--- src/rtl/spi_pp_pkg.sv ---
package spi_pp_pkg;
   typedef enum logic [1:0] {
      RA_DATA = 2'd0,
      RA_CFG  = 2'd1,
      RA_IRQ  = 2'd2,
      RA_BLK  = 2'd3
   } reg_addr_e;

   localparam int REG_W = 16;
endpackage

--- src/rtl/spi_pp_fifo.sv ---
module spi_pp_fifo #(
   parameter int W     = 8,
   parameter int DEPTH = 4
) (
   input  logic         clk,
   input  logic         rst_n,
   input  logic         push,
   input  logic [W-1:0] pdata,
   input  logic         pop,
   output logic [W-1:0] head,
   output logic         empty,
   output logic         full
);
   localparam int AW = (DEPTH > 1) ? $clog2(DEPTH) : 1;
   localparam int CW = AW + 1;

   if ((1 << AW) != DEPTH) begin : g_bad_depth
      $error("spi_pp_fifo: DEPTH must be a power of two");
   end

   logic [W-1:0]  mem [DEPTH];
   logic [AW-1:0] wptr, rptr;
   logic [CW-1:0] count;
   logic          do_push, do_pop;

   assign empty   = (count == '0);
   assign full    = (count == CW'(DEPTH));
   assign do_push = push && !full;
   assign do_pop  = pop && !empty;
   assign head    = mem[rptr];

   always_ff @(posedge clk or negedge rst_n) begin
      if (!rst_n) begin
         wptr  <= '0;
         rptr  <= '0;
         count <= '0;
      end else begin
         if (do_push) wptr <= wptr + AW'(1);
         if (do_pop)  rptr <= rptr + AW'(1);
         if (do_push && !do_pop)      count <= count + CW'(1);
         else if (do_pop && !do_push) count <= count - CW'(1);
      end
   end

   always_ff @(posedge clk) begin
      if (do_push) mem[wptr] <= pdata;
   end


   fifo_full_hold_chk: assert property (@(posedge clk) disable iff (!rst_n)
      (full && push && !pop) |=> (full && $stable(wptr) && $stable(rptr)));
endmodule

--- src/rtl/spi_pp_engine.sv ---
module spi_pp_engine #(
   parameter int W    = 8,
   parameter int DIVW = 8
) (
   input  logic                  clk,
   input  logic                  rst_n,
   input  logic                  start,
   input  logic [W-1:0]          tx_word,
   input  logic [$clog2(W)-1:0]  tx_code,
   input  logic [$clog2(W)-1:0]  rx_code,
   input  logic [DIVW-1:0]       div,
   input  logic                  miso,
   output logic                  sclk,
   output logic                  mosi,
   output logic                  busy,
   output logic                  done,
   output logic [W-1:0]          rx_word
);
   localparam int LW = $clog2(W);
   localparam int BW = LW + 1;

   if ((1 << LW) != W || W < 2) begin : g_bad_w
      $error("spi_pp_engine: W must be a power of two of at least 2");
   end

   function automatic logic [BW-1:0] bits_of(input logic [LW-1:0] code);
      return (code == '0) ? BW'(W) : BW'(code);
   endfunction

   logic [BW-1:0]   tb, rb, t_n, r_n, n_bits, bitcnt;
   logic [DIVW-1:0] cnt;
   logic [W-1:0]    txsh, rxsh;

   assign tb      = bits_of(tx_code);
   assign rb      = bits_of(rx_code);
   assign mosi    = busy && txsh[W-1] && (bitcnt < t_n);
   assign rx_word = rxsh;

   always_ff @(posedge clk or negedge rst_n) begin
      if (!rst_n) begin
         busy   <= 1'b0;
         sclk   <= 1'b0;
         done   <= 1'b0;
         cnt    <= '0;
         bitcnt <= '0;
         t_n    <= '0;
         r_n    <= '0;
         n_bits <= '0;
         txsh   <= '0;
         rxsh   <= '0;
      end else begin
         done <= 1'b0;
         if (!busy) begin
            if (start) begin
               busy   <= 1'b1;
               cnt    <= '0;
               bitcnt <= '0;
               t_n    <= tb;
               r_n    <= rb;
               n_bits <= (tb > rb) ? tb : rb;
               txsh   <= tx_word << (BW'(W) - tb);
               rxsh   <= '0;
            end
         end else if (cnt >= div) begin
            cnt <= '0;
            if (!sclk) begin
               sclk <= 1'b1;
               if (bitcnt < r_n) rxsh <= {rxsh[W-2:0], miso};
            end else begin
               sclk <= 1'b0;
               if (bitcnt == n_bits - BW'(1)) begin
                  busy <= 1'b0;
                  done <= 1'b1;
               end else begin
                  bitcnt <= bitcnt + BW'(1);
                  txsh   <= {txsh[W-2:0], 1'b0};
               end
            end
         end else begin
            cnt <= cnt + DIVW'(1);
         end
      end
   end


   sclk_idle_chk: assert property (@(posedge clk) disable iff (!rst_n)
      !busy |-> !sclk);
endmodule

--- src/rtl/spi_partial_port.sv ---
module spi_partial_port
   import spi_pp_pkg::*;
#(
   parameter int W     = 8,
   parameter int DEPTH = 4,
   parameter int DIVW  = 8,
   parameter int CNTW  = 8
) (
   input  logic              clk,
   input  logic              rst_n,
   input  logic              wr_en,
   input  logic              rd_en,
   input  logic [1:0]        addr,
   input  logic [REG_W-1:0]  wdata,
   output logic [REG_W-1:0]  rdata,
   output logic              sclk,
   output logic              mosi,
   input  logic              miso,
   output logic              irq_rx,
   output logic              irq_tx,
   output logic              irq_blk
);
   localparam int LW = $clog2(W);

   if (W > 8 || DIVW > 8 || CNTW > 16) begin : g_bad_map
      $error("spi_partial_port: parameters do not fit the register layout");
   end

   logic [LW-1:0]   tx_code, rx_code;
   logic [DIVW-1:0] div;
   logic [2:0]      irq_en;
   logic [CNTW-1:0] blk_left;
   logic            blk_armed, blk_pend;
   logic [W-1:0]    tx_head, rx_head, rx_word;
   logic            tx_empty, tx_full, rx_empty, rx_full;
   logic            busy, done, start;
   logic            wr_data, rd_data, wr_cfg, wr_irq, wr_blk;
   reg_addr_e       ra;

   assign ra      = reg_addr_e'(addr);
   assign wr_data = wr_en && (ra == RA_DATA);
   assign wr_cfg  = wr_en && (ra == RA_CFG);
   assign wr_irq  = wr_en && (ra == RA_IRQ);
   assign wr_blk  = wr_en && (ra == RA_BLK);
   assign rd_data = rd_en && (ra == RA_DATA);
   assign start   = !busy && !done && !tx_empty && !rx_full;

   spi_pp_fifo #(.W(W), .DEPTH(DEPTH)) i_tx_fifo (
      .clk(clk), .rst_n(rst_n), .push(wr_data), .pdata(wdata[W-1:0]),
      .pop(start), .head(tx_head), .empty(tx_empty), .full(tx_full));

   spi_pp_fifo #(.W(W), .DEPTH(DEPTH)) i_rx_fifo (
      .clk(clk), .rst_n(rst_n), .push(done), .pdata(rx_word),
      .pop(rd_data), .head(rx_head), .empty(rx_empty), .full(rx_full));

   spi_pp_engine #(.W(W), .DIVW(DIVW)) i_engine (
      .clk(clk), .rst_n(rst_n), .start(start), .tx_word(tx_head),
      .tx_code(tx_code), .rx_code(rx_code), .div(div), .miso(miso),
      .sclk(sclk), .mosi(mosi), .busy(busy), .done(done), .rx_word(rx_word));

   always_ff @(posedge clk or negedge rst_n) begin
      if (!rst_n) begin
         tx_code   <= '0;
         rx_code   <= '0;
         div       <= '0;
         irq_en    <= '0;
         blk_left  <= '0;
         blk_armed <= 1'b0;
         blk_pend  <= 1'b0;
      end else begin
         if (wr_cfg) begin
            tx_code <= wdata[3 +: LW];
            rx_code <= wdata[0 +: LW];
         end
         if (wr_irq) begin
            irq_en <= wdata[2:0];
            div    <= wdata[8 +: DIVW];
         end
         if (wr_blk) begin
            blk_left  <= wdata[0 +: CNTW];
            blk_armed <= 1'b1;
         end else if (blk_armed) begin
            if (done && blk_left != '0) begin
               blk_left <= blk_left - CNTW'(1);
            end else if (blk_left == '0 && tx_empty && !busy && !done) begin
               blk_pend  <= 1'b1;
               blk_armed <= 1'b0;
            end
         end
         if (wr_irq && wdata[3]) blk_pend <= 1'b0;
      end
   end

   always_comb begin
      rdata = '0;
      unique case (ra)
         RA_DATA: rdata[W-1:0] = rx_head & {W{!rx_empty}};
         RA_CFG: begin
            rdata[8]       = !rx_empty;
            rdata[7]       = tx_empty;
            rdata[6]       = rx_full;
            rdata[3 +: LW] = tx_code;
            rdata[0 +: LW] = rx_code;
         end
         RA_IRQ: begin
            rdata[2:0]       = irq_en;
            rdata[3]         = blk_pend;
            rdata[8 +: DIVW] = div;
         end
         RA_BLK: rdata[0 +: CNTW] = blk_left;
         default: rdata = '0;
      endcase
   end

   assign irq_tx  = irq_en[1] && tx_empty;
   assign irq_rx  = irq_en[2] && !rx_empty;
   assign irq_blk = irq_en[0] && blk_pend;


   rx_room_chk: assert property (@(posedge clk) disable iff (!rst_n)
      done |-> !rx_full);


   blk_drain_chk: assert property (@(posedge clk) disable iff (!rst_n)
      $rose(blk_pend) |-> (tx_empty && !busy));


   tx_unchanged_when_full_chk: assert property (@(posedge clk) disable iff (!rst_n)
      (tx_full && !start) |=> !tx_empty);
endmodule

--- config.mk ---
export PLATFORM = sky130hd
export DESIGN_NAME = spi_partial_port
export DESIGN_NICKNAME = d
export VERILOG_FILES = /design/src/rtl/spi_pp_pkg.sv /design/src/rtl/spi_pp_fifo.sv /design/src/rtl/spi_pp_engine.sv /design/src/rtl/spi_partial_port.sv
export SDC_FILE = /design/constraint.sdc
export NUM_CORES = 1
export LEC_CHECK = 0
export BUFFER_PORTS_ARGS = -buffer_cell sky130_fd_sc_hd__buf_2
export CAP_MARGIN = 20
export CORE_MARGIN = 8
export CORE_UTILIZATION = 60
export CTS_CLUSTER_SIZE = 25
export DETAILED_ROUTE_END_ITERATION = 10
export HOLD_SLACK_MARGIN = 0.03
export PLACE_DENSITY = 0.76
export SKIP_LAST_GASP = 1
export SYNTH_ARGS = -nofsm -noshare
export SYNTH_HDL_FRONTEND = slang
export SYNTH_HIERARCHICAL = 1
export SYNTH_SLANG_ARGS = --single-unit
export TNS_END_PERCENT = 30
--- constraint.sdc ---
create_clock -name clk -period 2.5 [get_ports clk]
set_input_delay 0.25 -clock clk [delete_from_list [all_inputs] [get_ports clk]]
set_output_delay 0.25 -clock clk [all_outputs]
set_load 0.02 [all_outputs]
==> results.py <==
metrics = {
    "synthesis": {
        "synth_area_per_cell_um2": 12.7,
        "synthFlopType": "dfrtp_1",
        "yosys.cell_types.count": 64,
        "async_flop_share_pct": 56.8,
        "synth-seq-cells": 148,
        "yosys.area.top_type_share_pct": 28.3,
        "synth-edff-count": 64,
        "synth_nets": 648,
        "syn-instance-count": 584,
        "yosysTopAreaCell": "dfrtp_1",
        "syn-cell-area_mm2": 0.00742,
        "synthTopCellsByArea": "dfrtp_1 28%, edfxtp_1 26%, ha_1 6.6%",
        "yosysSeqAreaShare_pct": 54.3,
        "yosysWarnings": 6,
    },
    "floorplanning": {
        "start_util_pct": 61.5,
        "dieArea_mm2": 0.0162,
        "fp.dieW_um": 127,
        "ios": 44,
        "num_rows": 40,
        "core_mm2": 0.0121,
        "die_y_um": 127,
    },
    "min_path": {
        "hold_path_class": "in2reg",
        "min_path_cells": 1,
        "min_to": "i_tx_fifo/mem[0][6]$_DFFE_PP_",
        "hold_start": "wdata[6]",
    },
    "power": {
        "ir_worst_vdd_mv": 0.639,
        "internal_power_mw": 5.96,
        "leakagePower_nw": 3.53,
        "p_comb_share_pct": 33.1,
        "power_mw": 9.17,
        "clkPwrFrac_pct": 27.7,
        "p_switching_mw": 3.21,
        "sequentialPowerShare_pct": 39.2,
        "switching_share_pct": 35.0,
        "power_density_mw_per_mm2": 1080,
    },
    "sta": {
        "slew_violations": 0,
        "period_share_pct": 96.5,
        "skew_ns": 0.0118,
        "timing.final.crit_period_ns": 2.41,
        "hold_viol_final": 0,
        "worst_pin_slew_ns": 0.661,
        "max_freq_mhz": 415,
        "relSlewSlack_pct": 56.0,
        "final-setup-viol-count": 0,
    },
    "worst_setup_path": {
        "max_stage_delay_ns": 0.44,
        "cpLargestDelayFamily": "simple AND/OR/NAND/NOR gates",
        "crit_type": "reg2reg",
        "critPathLaunchType": "flop",
        "cp_num_buf_inv": 2,
        "crit_top_cell": "xor2_1",
        "critical-path-slowest-cell": "dfrtp_2",
        "crit_required_ns": 2.84,
        "cp_max_fo": 4,
        "reg2reg_from": "i_tx_fifo/count[0]$_DFFE_PN0P_",
        "setup.worst_path.start": "i_tx_fifo/count[0]$_DFFE_PN0P_",
        "end_kind": "flop",
        "worst_ep_arrival_time_ns": 2.75,
        "crit_chain": "or3_4 -> inv_2 -> nor4_1 -> nand2_1 -> ha_2 -> inv_1 -> fa_1 -> xor2_1 -> nor2_1 -> xor2_1",
        "reg2regPathDepth": 10,
        "r2r_end": "i_tx_fifo/count[2]$_DFFE_PN0P_",
        "r2r_slack_ns": 0.09,
    },
    "layout": {
        "fin_nets": 708,
        "final_common_cell": "dfrtp_1",
        "final_cell_mix": "82 x dfrtp_1, 64 x edfxtp_1, 44 x nand2_1",
        "fin_util_pct": 70.6,
        "final_cell_area_mm2": 0.00851,
        "drive_gt1_share_pct": 25.1,
        "n_antenna_cell": 0,
        "area_delta_synth_final_pct": 14.7,
        "instances_no_fill": 825,
        "fillers": 803,
    },
    "status": {
        "status": "complete, no violations",
    },
    "detailed_routing": {
        "totalWireLength_um": 16100,
        "vias": 4864,
        "firstDrtPassIters": 6,
        "wire_per_inst_um": 19.5,
        "dr.first_iter.drc_count": 438,
        "drc": 0,
        "vias_per_cell": 5.90,
        "final_antenna_net_count": 0,
    },
    "placed_design": {
        "dp_hpwl_um": 11400,
        "numPortBuffers": 43,
        "postPlaceCellArea_mm2": 0.00788,
        "place_congestion": 0.884,
        "place_inst": 790,
    },
    "clocking": {
        "cts_max_level": 4,
        "cts_buffer_depth": 2,
        "clk_pin_slew_worst_paths_ns": 0.07,
        "clkSinkCount": 148,
        "clock_latency_ns": 0.43,
        "root_buffer": "clkbuf_16",
        "cts_buffers": 17,
        "cts_tree": "built",
    },
    "global_route": {
        "grt_usage_pct": 21.0,
        "antenna_found_initial": 0,
        "grt_pass1_wl_um": 26200,
        "grt_max_degree": 51,
        "grt_pass1_vias": 5005,
        "grt.overflow.total": 0,
    },
    "flow_run": {
        "cap_violations": 0,
    },
}
## cell families (layout without fill, tap and decap cells)
group / after synthesis / after routing / synth area share [%]
and+or+nand+nor: 149 / 149 / 11.3
DFF: 148 / 148 / 54.3
AOI/OAI and AO/OA: 108 / 108 / 10.2
buffers and inverters: 62 / 135 / 3.63
muxes: 48 / 48 / 10.2
adders and majority gates: 41 / 41 / 7.12
xor gates and xnor gates: 28 / 28 / 3.31
## area by class of cell
cell class              count  area, um^2  share of cell area, %
well taps                 168         210                   2.47
multi-input cells         374        3130                   36.8
clock buffers              18         439                   5.16
clock inverters            14         155                   1.82
flip-flops and latches    148        4030                   47.3
repair buffers             67         413                   4.85
inverters                  36         135                   1.59
## worst max path at each step
stage	slack, ns	depth (start not counted)	to
5_1_grt	-0.005	10	i_tx_fifo/count[2]$_DFFE_PN0P_
4_1_cts	0.02	4	rdata[6]
3_5_place_dp	0.14	11	i_tx_fifo/count[2]$_DFFE_PN0P_
2_1_floorplan	0.25	9	i_engine/txsh[0]$_DFFE_PN0P_
3_3_place_gp	0.23	11	i_tx_fifo/count[2]$_DFFE_PN0P_
6_report	0.09	10	i_tx_fifo/count[2]$_DFFE_PN0P_
## metal layers
metal  GRT usage [%]  vias up  routed length (um)
met1            27.2     2427                7050
met3            5.12       23                 840
met2            33.6      158                7900
met4            7.91        0                 316
met5               0        -                   0
li1                -     2256                   -
## cells in the mapped netlist (all sizes together), types with 19 or more instances
master,count
dfrtp,84
edfxtp,64
nand2,44
ha,39
inv,36
o21ai,33
nor2,26
mux2,23
xnor2,21
and2,20
clkbuf,19
mux4,19
## timing repair
| action | in CTS | in global routing |
|---|---|---|
| endpoints found under the hold margin | 49 | 0 |
| hold buffers | 1 | 0 |
| setup endpoints to repair | 0 | 17 |
| resized for setup | 0 | 5 |
| setup buffers | 0 | 2 |
## through the flow
| stage | setup TNS, ns | worst slack [ns] | hold slack [ns] |
|---|---|---|---|
| after floorplan | 0 | 0.251 | -0.0456 |
| final | 0 | 0.0883 | 0.0506 |
| after detailed placement | 0 | 0.144 | 0.326 |
| after CTS | 0 | 0.0163 | 0.0417 |
| after global placement | 0 | 0.232 | 0.318 |
| after global routing | -0.00517 | -0.00517 | 0.0458 |
## registers in the layout, summed over array words and instances, names as in the netlist, 2 cells and up
| register | flops |
|---|---|
| i_tx_fifo/count | 3 |
| i_rx_fifo/count | 3 |
| i_engine/bitcnt | 4 |
| blk_left | 8 |
| irq_en | 3 |
| i_engine/cnt | 8 |
| i_rx_fifo/mem | 32 |
| div | 8 |
| i_tx_fifo/mem | 32 |
| i_engine/txsh | 8 |
| i_engine/t_n | 4 |
| i_tx_fifo/wptr | 2 |
| rx_code | 3 |
| tx_code | 3 |
| i_engine/r_n | 4 |
| i_engine/n_bits | 4 |
| i_tx_fifo/rptr | 2 |
| i_engine/rx_word | 8 |
| i_rx_fifo/rptr | 2 |
| i_rx_fifo/wptr | 2 |
## power groups by stage
stage                     Sequential [mW]  Clock [mW]  Combinational [mW]
after global placement               3.60           0                2.85
after CTS                            3.58        2.57                3.03
after global routing                 3.68        2.66                3.35
after detailed placement             3.62           0                2.99
after floorplan                      3.39           0                2.33
final                                3.60        2.54                3.04
Power figures use the tool's default switching activity.
